[config.mk]
export PLATFORM = sky130hd
export DESIGN_NAME = ptp_ts_capture_buf
export DESIGN_NICKNAME = d
export VERILOG_FILES = /design/src/rtl/ptp_cap_pkg.sv /design/src/rtl/ptp_cap_ctrl.sv /design/src/rtl/ptp_cap_store.sv /design/src/rtl/ptp_cap_drop_cnt.sv /design/src/rtl/ptp_ts_capture_buf.sv
export SDC_FILE = /design/constraint.sdc
export NUM_CORES = 1
export LEC_CHECK = 0
export ABC_AREA = 1
export BUFFER_PORTS_ARGS = -buffer_cell sky130_fd_sc_hd__buf_2
export CAP_MARGIN = 20
export CORE_ASPECT_RATIO = 0.6
export CORE_UTILIZATION = 46
export DETAILED_ROUTE_END_ITERATION = 10
export PLACE_DENSITY = 0.75
export SYNTH_ARGS = -nofsm -noshare
export SYNTH_HDL_FRONTEND = slang
export SYNTH_SLANG_ARGS = --single-unit
export TNS_END_PERCENT = 30
[constraint.sdc]
create_clock -name clk_i -period 2.1 [get_ports clk_i]
set_input_delay 0 -clock clk_i [delete_from_list [all_inputs] [get_ports clk_i]]
set_output_delay 0 -clock clk_i [all_outputs]
set_load 0.01 [all_outputs]
[src/rtl/ptp_cap_pkg.sv]
package ptp_cap_pkg;
  localparam int unsigned ADDR_W   = 2;
  localparam int unsigned SEQ_W    = 16;
  localparam int unsigned TIME_W   = 64;
  localparam int unsigned WORD_W   = 32;
  localparam int unsigned VALID_B  = 16;
  localparam int unsigned PEND_B   = 17;
  localparam int unsigned SRC_B    = 18;

  typedef enum logic [ADDR_W-1:0] {
    ADR_STATUS = 2'd0,
    ADR_TS_LO  = 2'd1,
    ADR_TS_HI  = 2'd2,
    ADR_DROP   = 2'd3
  } cap_addr_e;
endpackage

[src/rtl/ptp_cap_ctrl.sv]
module ptp_cap_ctrl #(
  parameter bit TX_SIDE = 1'b1
) (
  input  logic clk_i,
  input  logic rst_ni,
  input  logic detect_i,
  input  logic arrive_i,
  input  logic clr_i,
  output logic valid_o,
  output logic pend_o,
  output logic take_id_o,
  output logic take_time_o,
  output logic drop_o
);
  logic idle;
  assign idle      = !valid_o && !pend_o;
  assign take_id_o = detect_i && idle;
  assign drop_o    = detect_i && !idle;

  generate
    if (TX_SIDE) begin : g_tx
      assign take_time_o = arrive_i && pend_o && !clr_i;
      always_ff @(posedge clk_i or negedge rst_ni) begin
        if (!rst_ni) begin
          valid_o <= 1'b0;
          pend_o  <= 1'b0;
        end else if (take_id_o) begin
          pend_o  <= 1'b1;
        end else if (clr_i) begin
          valid_o <= 1'b0;
          pend_o  <= 1'b0;
        end else if (take_time_o) begin
          pend_o  <= 1'b0;
          valid_o <= 1'b1;
        end
      end

      a_r3_detect_pends: assert property (@(posedge clk_i) disable iff (!rst_ni)
        take_id_o |=> pend_o && !valid_o);
      a_r5_arrival_completes: assert property (@(posedge clk_i) disable iff (!rst_ni)
        (arrive_i && pend_o && !clr_i) |=> valid_o && !pend_o);
    end else begin : g_rx
      logic unused_arrive;
      assign unused_arrive = arrive_i;
      assign take_time_o   = take_id_o;
      assign pend_o        = 1'b0;
      always_ff @(posedge clk_i or negedge rst_ni) begin
        if (!rst_ni)        valid_o <= 1'b0;
        else if (take_id_o) valid_o <= 1'b1;
        else if (clr_i)     valid_o <= 1'b0;
      end

      a_r6_rx_direct_valid: assert property (@(posedge clk_i) disable iff (!rst_ni)
        (detect_i && !valid_o) |=> valid_o);
    end
  endgenerate

  a_r5_flags_exclusive: assert property (@(posedge clk_i) disable iff (!rst_ni)
    !(valid_o && pend_o));
  a_r9_clear_wins: assert property (@(posedge clk_i) disable iff (!rst_ni)
    (clr_i && !idle) |=> !valid_o && !pend_o);
endmodule

[src/rtl/ptp_cap_store.sv]
module ptp_cap_store #(
  parameter int unsigned SEQ_W  = 16,
  parameter int unsigned TIME_W = 64
) (
  input  logic              clk_i,
  input  logic              rst_ni,
  input  logic              take_id_i,
  input  logic              take_time_i,
  input  logic              clr_i,
  input  logic [SEQ_W-1:0]  seq_i,
  input  logic              src_i,
  input  logic [TIME_W-1:0] time_i,
  output logic [SEQ_W-1:0]  seq_o,
  output logic              src_o,
  output logic [TIME_W-1:0] ts_o
);
  always_ff @(posedge clk_i or negedge rst_ni) begin
    if (!rst_ni) begin
      seq_o <= '0;
      src_o <= 1'b0;
      ts_o  <= '0;
    end else if (clr_i && !take_id_i) begin
      seq_o <= '0;
      src_o <= 1'b0;
      ts_o  <= '0;
    end else begin
      if (take_id_i) begin
        seq_o <= seq_i;
        src_o <= src_i;
      end
      if (take_time_i) ts_o <= time_i;
    end
  end

  a_r7_id_held_without_take: assert property (@(posedge clk_i) disable iff (!rst_ni)
    (!take_id_i && !clr_i) |=> $stable(seq_o) && $stable(src_o));
endmodule

[src/rtl/ptp_cap_drop_cnt.sv]
module ptp_cap_drop_cnt #(
  parameter int unsigned DROP_W = 8
) (
  input  logic              clk_i,
  input  logic              rst_ni,
  input  logic              drop_i,
  output logic [DROP_W-1:0] cnt_o
);
  localparam logic [DROP_W-1:0] CNT_MAX = '1;

  always_ff @(posedge clk_i or negedge rst_ni) begin
    if (!rst_ni)                         cnt_o <= '0;
    else if (drop_i && cnt_o != CNT_MAX) cnt_o <= cnt_o + 1'b1;
  end

  a_r7_drop_increments: assert property (@(posedge clk_i) disable iff (!rst_ni)
    (drop_i && cnt_o != CNT_MAX) |=> cnt_o == $past(cnt_o) + 1'b1);
  a_r7_drop_saturates: assert property (@(posedge clk_i) disable iff (!rst_ni)
    (cnt_o == CNT_MAX) |=> cnt_o == CNT_MAX);
endmodule

[src/rtl/ptp_ts_capture_buf.sv]
module ptp_ts_capture_buf
  import ptp_cap_pkg::*;
#(
  parameter bit          TX_SIDE = 1'b1,
  parameter int unsigned DROP_W  = 8
) (
  input  logic              clk_i,
  input  logic              rst_ni,
  input  logic              detect_i,
  input  logic [SEQ_W-1:0]  seq_id_i,
  input  logic              sw_req_i,
  input  logic              ts_arrive_i,
  input  logic [TIME_W-1:0] time_i,
  input  logic [ADDR_W-1:0] reg_addr_i,
  input  logic              reg_wr_i,
  input  logic [WORD_W-1:0] reg_wdata_i,
  output logic [WORD_W-1:0] reg_rdata_o
);
  localparam int unsigned STAT_PAD = WORD_W - SRC_B - 1;
  localparam int unsigned DROP_PAD = WORD_W - DROP_W;

  logic valid, pend, take_id, take_time, drop, clr, src_in, src;
  logic [SEQ_W-1:0]  seq;
  logic [TIME_W-1:0] ts;
  logic [DROP_W-1:0] drop_cnt;
  logic              unused_wdata;

  assign clr          = reg_wr_i && (reg_addr_i == ADR_STATUS) && reg_wdata_i[VALID_B];
  assign unused_wdata = ^{reg_wdata_i[WORD_W-1:VALID_B+1], reg_wdata_i[VALID_B-1:0]};
  assign src_in       = TX_SIDE ? sw_req_i : 1'b0;

  ptp_cap_ctrl #(.TX_SIDE(TX_SIDE)) u_ctrl (
    .clk_i       (clk_i),
    .rst_ni      (rst_ni),
    .detect_i    (detect_i),
    .arrive_i    (ts_arrive_i),
    .clr_i       (clr),
    .valid_o     (valid),
    .pend_o      (pend),
    .take_id_o   (take_id),
    .take_time_o (take_time),
    .drop_o      (drop)
  );

  ptp_cap_store #(.SEQ_W(SEQ_W), .TIME_W(TIME_W)) u_store (
    .clk_i       (clk_i),
    .rst_ni      (rst_ni),
    .take_id_i   (take_id),
    .take_time_i (take_time),
    .clr_i       (clr),
    .seq_i       (seq_id_i),
    .src_i       (src_in),
    .time_i      (time_i),
    .seq_o       (seq),
    .src_o       (src),
    .ts_o        (ts)
  );

  ptp_cap_drop_cnt #(.DROP_W(DROP_W)) u_drop (
    .clk_i  (clk_i),
    .rst_ni (rst_ni),
    .drop_i (drop),
    .cnt_o  (drop_cnt)
  );

  always_comb begin
    unique case (reg_addr_i)
      ADR_STATUS: reg_rdata_o = {{STAT_PAD{1'b0}}, src, pend, valid, seq};
      ADR_TS_LO:  reg_rdata_o = ts[WORD_W-1:0];
      ADR_TS_HI:  reg_rdata_o = ts[TIME_W-1:WORD_W];
      default:    reg_rdata_o = {{DROP_PAD{1'b0}}, drop_cnt};
    endcase
  end

  a_r4_rx_no_source: assert property (@(posedge clk_i) disable iff (!rst_ni)
    !TX_SIDE |-> !src && !pend);
  a_r2_empty_after_clear: assert property (@(posedge clk_i) disable iff (!rst_ni)
    (clr && !take_id) |=> ts == '0 && seq == '0);
endmodule

# Yosys cells after proc, flatten, opt, wreduce, memory -nomap -nowiden
# Index checks and enable logic that the tools add are counted.
dict set report word_totals {
  reg_bits 91
  in_bits 120
  out_inout_bits 32
  word_cells 43
}
dict set report classes {
  addsub 1
  n_eq_ne 3
  muxes 12
  n_bitwise 1
  n_reduce_logical 20
}
# op n
set op_table {}
lappend op_table {{$mux 64} 2}
lappend op_table {{$pmux 32 s3} 1}
lappend op_table {{$mux 16} 2}
lappend op_table {{$logic_and 1x1->1} 9}
lappend op_table {{$add 8x1->8 const B} 1}
lappend op_table {{$ne 8x8->1 const B} 1}
lappend op_table {{$mux 1} 7}
lappend op_table {{$reduce_bool 2->1} 3}
lappend op_table {{$logic_not 1->1} 5}
lappend op_table {{$reduce_bool 3->1} 1}
lappend op_table {{$eq 2x1->1 const B} 1}
lappend op_table {{$eq 2x2->1 const B} 1}
lappend op_table {{$logic_not 2->1} 1}
lappend op_table {{$reduce_and 2->1} 1}
lappend op_table {{$not 1->1} 1}

# Logic depth before layout (Yosys ltp)
# Gate-level depths: netlist (run 1).
dict set report depth {
  ltp_word 8
  ltp_mapped 8
  depth_no_buf 8
}

# Hierarchy
# Synthesis (run 1) repeated with hierarchy kept, for this count alone.
dict set report unflattened {
  hier_cells 696
  hier_area_um2 5052.3
}
# mod n_inst cells_per_inst area_per_inst_um2 seq_area_each_um2
set by_module_without_submodules {}
lappend by_module_without_submodules {ptp_cap_store 1 479 3776.1 2026.9}
lappend by_module_without_submodules {ptp_ts_capture_buf 1 139 683.2 0.0}
lappend by_module_without_submodules {ptp_cap_drop_cnt 1 63 483.0 200.2}
lappend by_module_without_submodules {ptp_cap_ctrl 1 15 110.1 50.0}

# Worst setup path after synthesis (run 1)
# OpenSTA, ideal clock, no wires.
dict set report synth_timing {
  path_kind {register to register}
  from {register u_drop.cnt_o[0]}
  to {register u_drop.cnt_o[3]}
  setup_time_ps 117
  arrival_ps 1190
  t_required_ps 1983
  slack_ps 794
  path_stages_with_launch 9
  n_path_buf 0
  period_less_slack_ps 1306
  cell_sequence {dfrtp_1 -> ha_1 -> nand2_1 -> nor2_1 -> nand2_1 -> nand2_1 -> inv_1 -> nand2_1 -> nand2_1}
}
dict set report synth_between {
  elab_chain_len 2
  word_cells_on_any_way 3
  cone_classes {add/sub: 1; eq/ne: 1; reduce/logical: 1}
}
# element line
set synth_rtl {}
lappend synth_rtl {{from (decl)} ptp_cap_drop_cnt.sv:7} ;# output logic [DROP_W-1:0] cnt_o
lappend synth_rtl {{from (signal assigned)} ptp_cap_drop_cnt.sv:13} ;# else if (drop_i && cnt_o != CNT_MAX) cnt_o <= cnt_o + 1'b1;
lappend synth_rtl {{parallel branches: the longest is 2 deep, another holds $add 8x1->8} -}
# Parallel ways; which one is timed is not known.
# A chain may end at the register's enable or synchronous reset.

# Worst setup path after layout (run 1)
dict set report layout_timing {
  from {register u_ctrl.valid_o}
  to {register u_store.ts_o[26]}
}
dict set report layout_between {
  elab_chain_len 6
  word_cells_on_any_way 7
  cone_classes {mux: 1; reduce/logical: 6}
}
# element line
set layout_rtl {}
lappend layout_rtl {{from (decl)} ptp_cap_ctrl.sv:9} ;# output logic valid_o,
lappend layout_rtl {{from (signal assigned)} ptp_cap_ctrl.sv:25} ;# valid_o <= 1'b0;
lappend layout_rtl {{from (signal assigned)} ptp_cap_ctrl.sv:30} ;# valid_o <= 1'b0;
lappend layout_rtl {{from (signal assigned)} ptp_cap_ctrl.sv:34} ;# valid_o <= 1'b1;
lappend layout_rtl {{$logic_not 1->1 *} ptp_cap_ctrl.sv:16} ;# assign idle = !valid_o && !pend_o;
lappend layout_rtl {{$logic_and 1x1->1 *} ptp_cap_ctrl.sv:16}
lappend layout_rtl {{$logic_and 1x1->1 *} ptp_cap_ctrl.sv:17} ;# assign take_id_o = detect_i && idle;
lappend layout_rtl {{$logic_not 1->1 *} ptp_cap_store.sv:22} ;# end else if (clr_i && !take_id_i) begin
lappend layout_rtl {{$logic_and 1x1->1 *} ptp_cap_store.sv:22}
lappend layout_rtl {{$mux 64 / $reduce_bool 2->1 (equally long branches)} -}
lappend layout_rtl {{to (signal assigned)} ptp_cap_store.sv:31} ;# if (take_time_i) ts_o <= time_i;
lappend layout_rtl {{to (decl)} ptp_cap_store.sv:15} ;# output logic [TIME_W-1:0] ts_o
# Every way passes the cells marked *; elsewhere a longest branch is shown, timed or not.

==> reports/results.tsv, run 1 <==
metric	value	unit
Slew @ Worst Pin	0.652	ns
DP HPWL	7700	um
die width	128	um
WS Path Type	reg2reg	
Clock Skew	0.00221	ns
Tmin final	1.73	ns
vias in the first global route	4271	
period utilization	82.5	%
R2R setup slack	0.37	ns
final wirelength	12200	um
outcome	finished, final reports clean	
Worst-path clk slew	0.06	ns
die height	77.5	um
total gr overflow	0	
layout cells sized above 1	26.9	%
total track usage	26.7	%
Hold Path Sink	u_store.seq_o[4]	
FF+latch count, synth	91	
crit path max fanout	56	
drt drc	0	
CTS Buf Count	9	
Reg-to-Reg Start	u_ctrl.valid_o	
setup violators final	0	
gp weighted congestion	0.848	
Slew Viols, Final	0	
smallest setup slack after layout	0.367	ns
Syn Nets	627	
setup bufs post-CTS	0	
Design Area, Final	6230	um^2
Synth Warn #	0	
Initial DRC Count	220	
Worst setup EP type	flip-flop	
Syn Area/Cell	8.64	um^2
CTS sink cnt	91	
Worst EP required	2.30	ns
die area	9910	um^2
RSZ-0062 raised after global routing	false	
LEAKAGE	3.12	nW
largest net degree at the start of global routing	65	
Core Region	9190	um^2
setup TNS	0	ns
CTS tree	built	
first-pass GRT wire length	20300	um
routed len/inst	14.5	um
Fmax achieved	577	MHz
Site Rows	27	
Yosys cell types	28	
Layout area overhead	42.6	%
Power Total	0.00718	W
H-tree depth	3	
hold path startpoint	detect_i	
CTS max path bufs	2	
Setup WS pre-CTS	0.187	ns
diode count	0	
Seq/Total Area, Yosys	52.1	%
Nets	823	
Worst Hold Path Cells	3	
arrival time worst endpoint	1.93	ns
initial cell density of the core	47.6	%
antenna-violating nets left	0	
hold crit path type	in2reg	
number of cells produced by synthesis	506	
headroom to the max-slew limit	56.6	%
CTS root buf	clkbuf_16	
Vias/cell	5.01	
drt pass-1 iters	5	
Post-Syn Area	4370	um^2
Cell Pwr Density	1150	nW/um^2
Placed Area	5070	um^2
initial antenna violation count	0	
port buffer count	120	
peak supply drop	454	uV
Hold Vio Cnt, Final	0	
CP Launch Type	flip-flop	
# IOs	152	
DR vias	4193	
Max Cap Violations	0	
Reg2Reg Depth	6	
worst r2r dst	u_store.ts_o[26]	
clock latency at the later pin of the worst-skew pair	0.34	ns
-- final cells by class --
type,instances,area [um^2]
Clock inverter,4,72.6
Fill cell,757,2960
Tap cell,130,163
Sequential cell,91,2280
Timing Repair Buffer,210,1510
Multi-Input combinational cell,319,1680
Clock buffer,12,256
Inverter,71,269
-- worst max-delay path: stages, from the launching register on --
cell     delay (ns)
dfrtp_1        0.43
nor2_4         0.07
nand2_2        0.30
nand2_4        0.17
nand2_2        0.12
buf_12         0.30
o21ai_0        0.16
-- synthesized netlist by cell type --
cell,instances,area (um^2)
nor2_1,8,30.0
nand2_1,161,604
o221ai_1,11,96.3
nand2_4,2,22.5
o21a_1,1,7.51
nand4_1,2,12.5
clkinv_1,1,3.75
o22ai_1,13,81.3
buf_1,3,11.3
xor2_1,2,17.5
o2111ai_1,8,70.1
nand3_1,45,225
o21ai_1,2,10.0
inv_1,69,259
inv_2,1,3.75
buf_2,11,55.1
a21oi_1,1,5.00
dfrtp_1,91,2280
nand2_2,2,12.5
o21ai_2,40,350
xnor2_1,1,8.76
buf_6,5,56.3
o21ai_0,16,80.1
nand3_4,1,17.5
ha_1,1,12.5
nor2_4,1,11.3
nor2_2,1,6.26
clkbuf_1,6,22.5
-- sequential cells by signal (all words and copies together), names as in the netlist --
register,cells
u_ctrl.pend_o,1
u_ctrl.valid_o,1
u_drop.cnt_o,8
u_store.ts_o,64
u_store.src_o,1
u_store.seq_o,16
-- cells by family after synthesis --
| group | count (synthesis) | share of synthesized area (%) |
|---|---|---|
| simple gates | 223 | 21.6 |
| buf+inv | 96 | 9.42 |
| xor+xnor | 3 | 0.601 |
| flops | 91 | 52.1 |
| compound gates | 92 | 16.0 |
| fa+ha+maj | 1 | 0.286 |
-- where the power goes --
part           total, W  internal (W)  switching [W]
Sequential      0.00294       0.00256       0.000381
Combinational   0.00249       0.00103        0.00147
Clock           0.00174       0.00111       0.000639
Total           0.00718       0.00469        0.00249
-- worst max path at each step --
stage	from	to	slack (ns)	cells past startpoint
2_1_floorplan	u_drop.cnt_o[0]	u_drop.cnt_o[3]	0.79	8
3_3_place_gp	u_ctrl.pend_o	u_store.ts_o[42]	0.23	6
3_5_place_dp	u_ctrl.pend_o	u_store.ts_o[42]	0.19	6
4_1_cts	u_ctrl.pend_o	u_store.ts_o[42]	0.18	6
5_1_grt	u_ctrl.pend_o	u_store.ts_o[26]	0.26	6
6_report	u_ctrl.valid_o	u_store.ts_o[26]	0.37	6
-- cell usage in the layout (no fill, tap or decap), drive strengths merged, types with 2 or more instances in the layout --
cell | synthesis | routed
o2111ai | 8 | 8
nand4 | 2 | 2
bufinv | 0 | 2
dlygate4sd3 | 0 | 83
nand2 | 165 | 165
o21ai | 58 | 58
dfrtp | 91 | 91
xor2 | 2 | 2
buf | 19 | 127
inv | 70 | 70
nand3 | 46 | 46
clkinv | 1 | 2
o221ai | 11 | 11
clkbuf | 6 | 12
nor2 | 10 | 10
o22ai | 13 | 13
-- metrics by stage --
stage | hold slack, ns | instances | utilization, %
3_3_place_gp | -0.00685 | 738 | 55.2
6_report | 0.0607 | 837 | 67.8
3_5_place_dp | 0.00242 | 738 | 55.2
4_1_cts | 0.0506 | 837 | 67.8
2_1_floorplan | -0.296 | 506 | -
5_1_grt | 0.0815 | 837 | 67.8
-- repair_timing --
| action | in CTS | in global routing |
|---|---|---|
| setup endpoints to repair | 0 | 9 |
| hold endpoints to repair | 118 | 0 |
| hold buffers | 83 | 0 |
| resized for setup | 0 | 2 |
-- routing by layer --
metal	track usage [%]	vias to the layer above	share of wire [%]
li1	-	2028	-
met1	34.6	1980	46
met2	43.0	166	46
met3	8.00	19	6.9
met4	8.24	0	1.2
met5	0	-	0
No activity file was read; power rests on OpenSTA's default activity.
==> run 2, diff against run 1 <==
- CORE_UTILIZATION: 46 -> 45
- PLACE_DENSITY: 0.75 -> 0.77
- clock period: 2.1 -> 1.55 ns (I/O delays scaled with it)
==> reports/results.tsv, run 2 (synthesized netlist as in run 1, its figures left out) <==
metric	value	unit	change
outcome	finished, final reports clean		
Worst Hold Path Cells	3		unchanged
Reg with most FFs	u_store.ts_o		
worst r2r dst	u_store.ts_o[44]		
DP HPWL	8120	um	+5.4%
hold path startpoint	detect_i		
WS Path Type	reg2reg		
clock latency at the later pin of the worst-skew pair	0.34	ns	about the same
routed len/inst	14.7	um	+1.1%
CTS max path bufs	2		unchanged
Max Cap Violations	0		unchanged
setup TNS	0	ns	unchanged
die width	129	um	+1.1%
CP Launch Type	flip-flop		
drt pass-1 iters	5		unchanged
headroom to the max-slew limit	75.1	%	+18 points
Reg2Reg Depth	6		unchanged
Reg-to-Reg Start	u_ctrl.pend_o		
drt drc	0		unchanged
arrival time worst endpoint	1.69	ns	-0.24 ns
vias in the first global route	4217		-1.3%
hold crit path type	in2reg		
diode count	0		unchanged
Layout area overhead	45.5	%	
Initial DRC Count	329		+50%
Hold Path Sink	u_store.seq_o[8]		
Vias/cell	5.03		+0.42%
Slew Viols, Final	0		unchanged
RSZ-0062 raised after global routing	false		
Fmax achieved	693	MHz	+20%
R2R setup slack	0.11	ns	-0.26 ns
max reg flops	64		unchanged
initial cell density of the core	47.0	%	-0.52 points
Clock Skew	0.00407	ns	+0.00186 ns
LEAKAGE	3.18	nW	+2.0%
CTS Buf Count	9		unchanged
CTS root buf	clkbuf_16		
crit path max fanout	24		-57%
Nets	833		+1.2%
Worst setup EP type	flip-flop		
Power Total	0.0100	W	+40%
first-pass GRT wire length	20600	um	+1.8%
Filler Cells Inserted	736		-2.8%
Hold Vio Cnt, Final	0		unchanged
period utilization	93.1	%	+11 points
commonest non-fill, non-tap cell in the layout	nand2_1		
Site Rows	27		unchanged
gp weighted congestion	0.827		-2.5%
most frequent cells in the layout	160 x nand2_1, 119 x buf_2, 91 x dfrtp_1		
largest net degree at the start of global routing	45		-31%
Cell Pwr Density	1580	nW/um^2	+37%
Core Region	9290	um^2	+1.1%
total track usage	26.9	%	+0.24 points
initial antenna violation count	0		unchanged
die area	10100	um^2	+2.2%
fin util	68.4	%	+0.63 points
die height	78.3	um	+1.1%
Worst EP required	1.80	ns	-0.50 ns
FF/Latch Area	2280	um^2	unchanged
H-tree depth	3		unchanged
Largest regs	u_store.ts_o: 64 flops, u_store.seq_o: 16 flops, u_drop.cnt_o: 8 flops		
Worst-path clk slew	0.06	ns	about the same
CTS tree	built		
peak supply drop	839	uV	+85%
area taken by multi-input logic gates	1680	um^2	+0.15%
port buffer count	120		unchanged
final wirelength	12400	um	+2.3%
Tmin final	1.44	ns	-0.290 ns
Slew @ Worst Pin	0.374	ns	-0.277 ns
layout cells sized above 1	27.9	%	+1.0 points
setup violators final	0		unchanged
total gr overflow	0		unchanged
# IOs	152		unchanged
CTS sink cnt	91		unchanged
DR vias	4261		+1.6%
antenna-violating nets left	0		unchanged
[run 2: cell count changes in the layout (fill, tap and decap cells not counted), sizes merged]
cell / change
bufinv: +1
clkinv: -1
buf: +10
[run 2: power by group]
part,switching (W),leakage (nW),total [W],internal [W]
logic,0.00202,1.87,0.00352,0.00150
clock network,0.000906,0.163,0.00253,0.00162
registers,0.000521,1.15,0.00399,0.00347
total,0.00345,3.18,0.0100,0.00659
[run 2: how the worst max path moves through the flow]
| stage | start | end | slack (ns) | cells past startpoint |
|---|---|---|---|---|
| finish | u_ctrl.pend_o | u_store.ts_o[44] | 0.11 | 6 |
| global route | u_ctrl.pend_o | u_store.ts_o[44] | 0.002 | 6 |
| CTS | u_drop.cnt_o[1] | u_drop.cnt_o[3] | 0.07 | 8 |
| detailed placement | u_drop.cnt_o[1] | u_drop.cnt_o[3] | 0.12 | 8 |
| global placement | u_drop.cnt_o[1] | u_drop.cnt_o[2] | 0.19 | 8 |
| floorplan | u_drop.cnt_o[0] | u_drop.cnt_o[3] | 0.24 | 8 |
[run 2: area by class of cell]
class,count,share of cell area (%)
clock inverter,4,1.53
clock buffer,12,3.88
sequential,91,35.8
inverter,71,4.19
multi-input combinational,319,26.5
timing repair buffer,220,25.5
tap,130,2.56
[run 2: worst max-delay path, stage by stage, from the launching register on]
cell and delay, ns:
dfrtp_1 0.44, nand2_1 0.11, clkinv_1 0.13, nand2_4 0.16
nand2_2 0.12, buf_12 0.19, o21ai_0 0.20
[run 2: metal layers]
layer	part of all wire (%)	vias to the layer above	GRT usage, %
met5	0	-	0
met4	1.2	0	5.18
met3	8.5	22	9.68
met2	46	202	43.6
met1	44	1986	34.7
li1	-	2051	-
[run 2: what timing repair did]
item / 4_1_cts / 5_1_grt
hold endpoints to repair: 151 / 0
hold buffers: 83 / 0
resized for setup: 0 / 1
setup buffers: 0 / 0
setup endpoints to repair: 0 / 6
[run 2: metrics by stage]
stage,hold WS (ns),instances,area [um^2],setup WS [ns]
floorplan,-0.296,506,4370,0.244
global placement,-0.0633,748,5180,0.186
detailed placement,-0.0550,748,5180,0.119
CTS,0.0559,847,6360,0.0689
global route,0.0886,847,6360,0.00224
finish,0.0663,847,6360,0.107
==> run 3, diff against run 2 <==
- PLACE_DENSITY: 0.77 -> 0.76
==> reports/results.tsv, run 3 (synthesized netlist as in run 1, its figures left out) <==
metric	value	unit	change
die width	129	um	unchanged
period utilization	92.4	%	-0.72 points
Design Area, Final	6320	um^2	-0.57%
antenna-violating nets left	0		unchanged
first-pass GRT wire length	20600	um	-0.24%
peak supply drop	734	uV	-13%
Nets	833		unchanged
total track usage	27.0	%	+0.089 points
layout cells sized above 1	28.3	%	+0.42 points
Max Cap Violations	0		unchanged
commonest non-fill, non-tap cell in the layout	nand2_1		
die height	78.3	um	unchanged
Layout area overhead	44.7	%	
routed len/inst	14.8	um	+0.93%
Setup WS pre-CTS	0.0347	ns	-0.0843 ns
setup TNS	0	ns	unchanged
Core Region	9290	um^2	unchanged
Cell Pwr Density	1560	nW/um^2	-1.2%
vias in the first global route	4197		-0.47%
most frequent cells in the layout	160 x nand2_1, 119 x buf_2, 91 x dfrtp_1		
setup violators final	0		unchanged
# IOs	152		unchanged
outcome	finished, final reports clean		
Tmin final	1.43	ns	-0.0111 ns
initial cell density of the core	47.0	%	unchanged
Slew @ Worst Pin	0.388	ns	+0.0141 ns
clock latency at the later pin of the worst-skew pair	0.34	ns	about the same
Largest regs	u_store.ts_o: 64 flops, u_store.seq_o: 16 flops, u_drop.cnt_o: 8 flops		
Initial DRC Count	262		-20%
max reg flops	64		unchanged
Hold Vio Cnt, Final	0		unchanged
CTS root buf	clkbuf_16		
drt pass-1 iters	5		unchanged
final wirelength	12600	um	+0.93%
headroom to the max-slew limit	74.1	%	-0.94 points
Reg with most FFs	u_store.ts_o		
R2R setup slack	0.12	ns	about the same
CTS Buf Count	9		unchanged
Placed Area	5140	um^2	-0.72%
CTS max path bufs	2		unchanged
diode count	0		unchanged
Worst-path clk slew	0.07	ns	about the same
WS Path Type	reg2reg		
LEAKAGE	3.16	nW	-0.71%
Fmax achieved	698	MHz	+0.77%
largest net degree at the start of global routing	43		-4.4%
smallest setup slack after layout	0.118	ns	+0.0111 ns
Vias/cell	4.97		-1.2%
DP HPWL	8220	um	+1.3%
Clock Skew	0.00422	ns	+0.000148 ns
arrival time worst endpoint	1.65	ns	-0.04 ns
fin util	68.1	%	-0.39 points
drt drc	0		unchanged
CTS tree	built		
Slew Viols, Final	0		unchanged
Worst EP required	1.77	ns	-0.03 ns
setup bufs post-CTS	0		unchanged
hold crit path type	in2reg		
crit path max fanout	42		+75%
Filler Cells Inserted	742		+0.82%
initial antenna violation count	0		unchanged
DR vias	4211		-1.2%
total gr overflow	0		unchanged
H-tree depth	3		unchanged
gp weighted congestion	0.840		+1.6%
CP Launch Type	flip-flop		
Worst setup EP type	flip-flop		
Site Rows	27		unchanged
RSZ-0062 raised after global routing	false		
die area	10100	um^2	unchanged
CTS sink cnt	91		unchanged
port buffer count	120		unchanged
run 3: report_power, final:
part | total [W] | internal [W] | switching (W) | leakage (nW)
clock | 0.00238 | 0.00142 | 0.000953 | 0.149
sequential | 0.00396 | 0.00347 | 0.000497 | 1.15
combinational | 0.00352 | 0.00148 | 0.00205 | 1.86
total | 0.00986 | 0.00636 | 0.00350 | 3.16
run 3: repair_timing:
action / 4_1_cts / 5_1_grt
endpoints found under the hold margin: 173 / 0
endpoints found under the setup margin: 0 / 46
gates resized for setup: 0 / 8
hold buffers: 83 / 0
run 3: area by class of cell:
| cell class | count | area, um^2 | share of cell area (%) |
|---|---|---|---|
| clock buffer | 9 | 225 | 3.56 |
| clock inverter | 7 | 100 | 1.58 |
| sequential | 91 | 2280 | 36.0 |
| tap | 130 | 163 | 2.57 |
| multi-input combinational | 319 | 1700 | 26.8 |
| timing repair buffer | 220 | 1590 | 25.2 |
| inverter | 71 | 267 | 4.22 |
run 3: path summary, 6_finish.rpt:
kind                                    end              from  depth (start not counted)
max                        u_store.ts_o[41]     u_ctrl.pend_o                          7
min                        u_store.ts_o[35]          reg_wr_i                          5
max reg2reg                u_store.ts_o[41]     u_ctrl.pend_o                          7
min reg2reg                u_store.ts_o[34]  u_store.ts_o[34]                          2
max in group asynchronous  u_store.seq_o[0]            rst_ni                          3
min in group asynchronous  u_store.ts_o[29]            rst_ni                          2
run 3: routing by layer:
metal | vias to the layer above | share of wire, % | global-route usage, %
li1 | 2057 | - | -
met1 | 1982 | 46 | 36.6
met2 | 156 | 45 | 43.2
met3 | 16 | 6.8 | 7.29
met4 | 0 | 1.3 | 6.00
met5 | - | 0 | 0
run 3: stage by stage:
stage	hold WS, ns	cells	total power (W)
detailed placement	-0.0470	748	0.00728
global placement	-0.0501	748	0.00711
global route	0.157	847	0.0106
floorplan	-0.296	506	0.00620
finish	0.134	847	0.00986
CTS	0.115	847	0.00983
run 3: critical path, cell delays in order (launching register included):
cell and delay, ns:
dfrtp_1 0.43, nand2_1 0.10, clkinv_1 0.13, nand2_4 0.16
inv_2 0.07, buf_8 0.18, nand2_1 0.11, o21ai_0 0.10
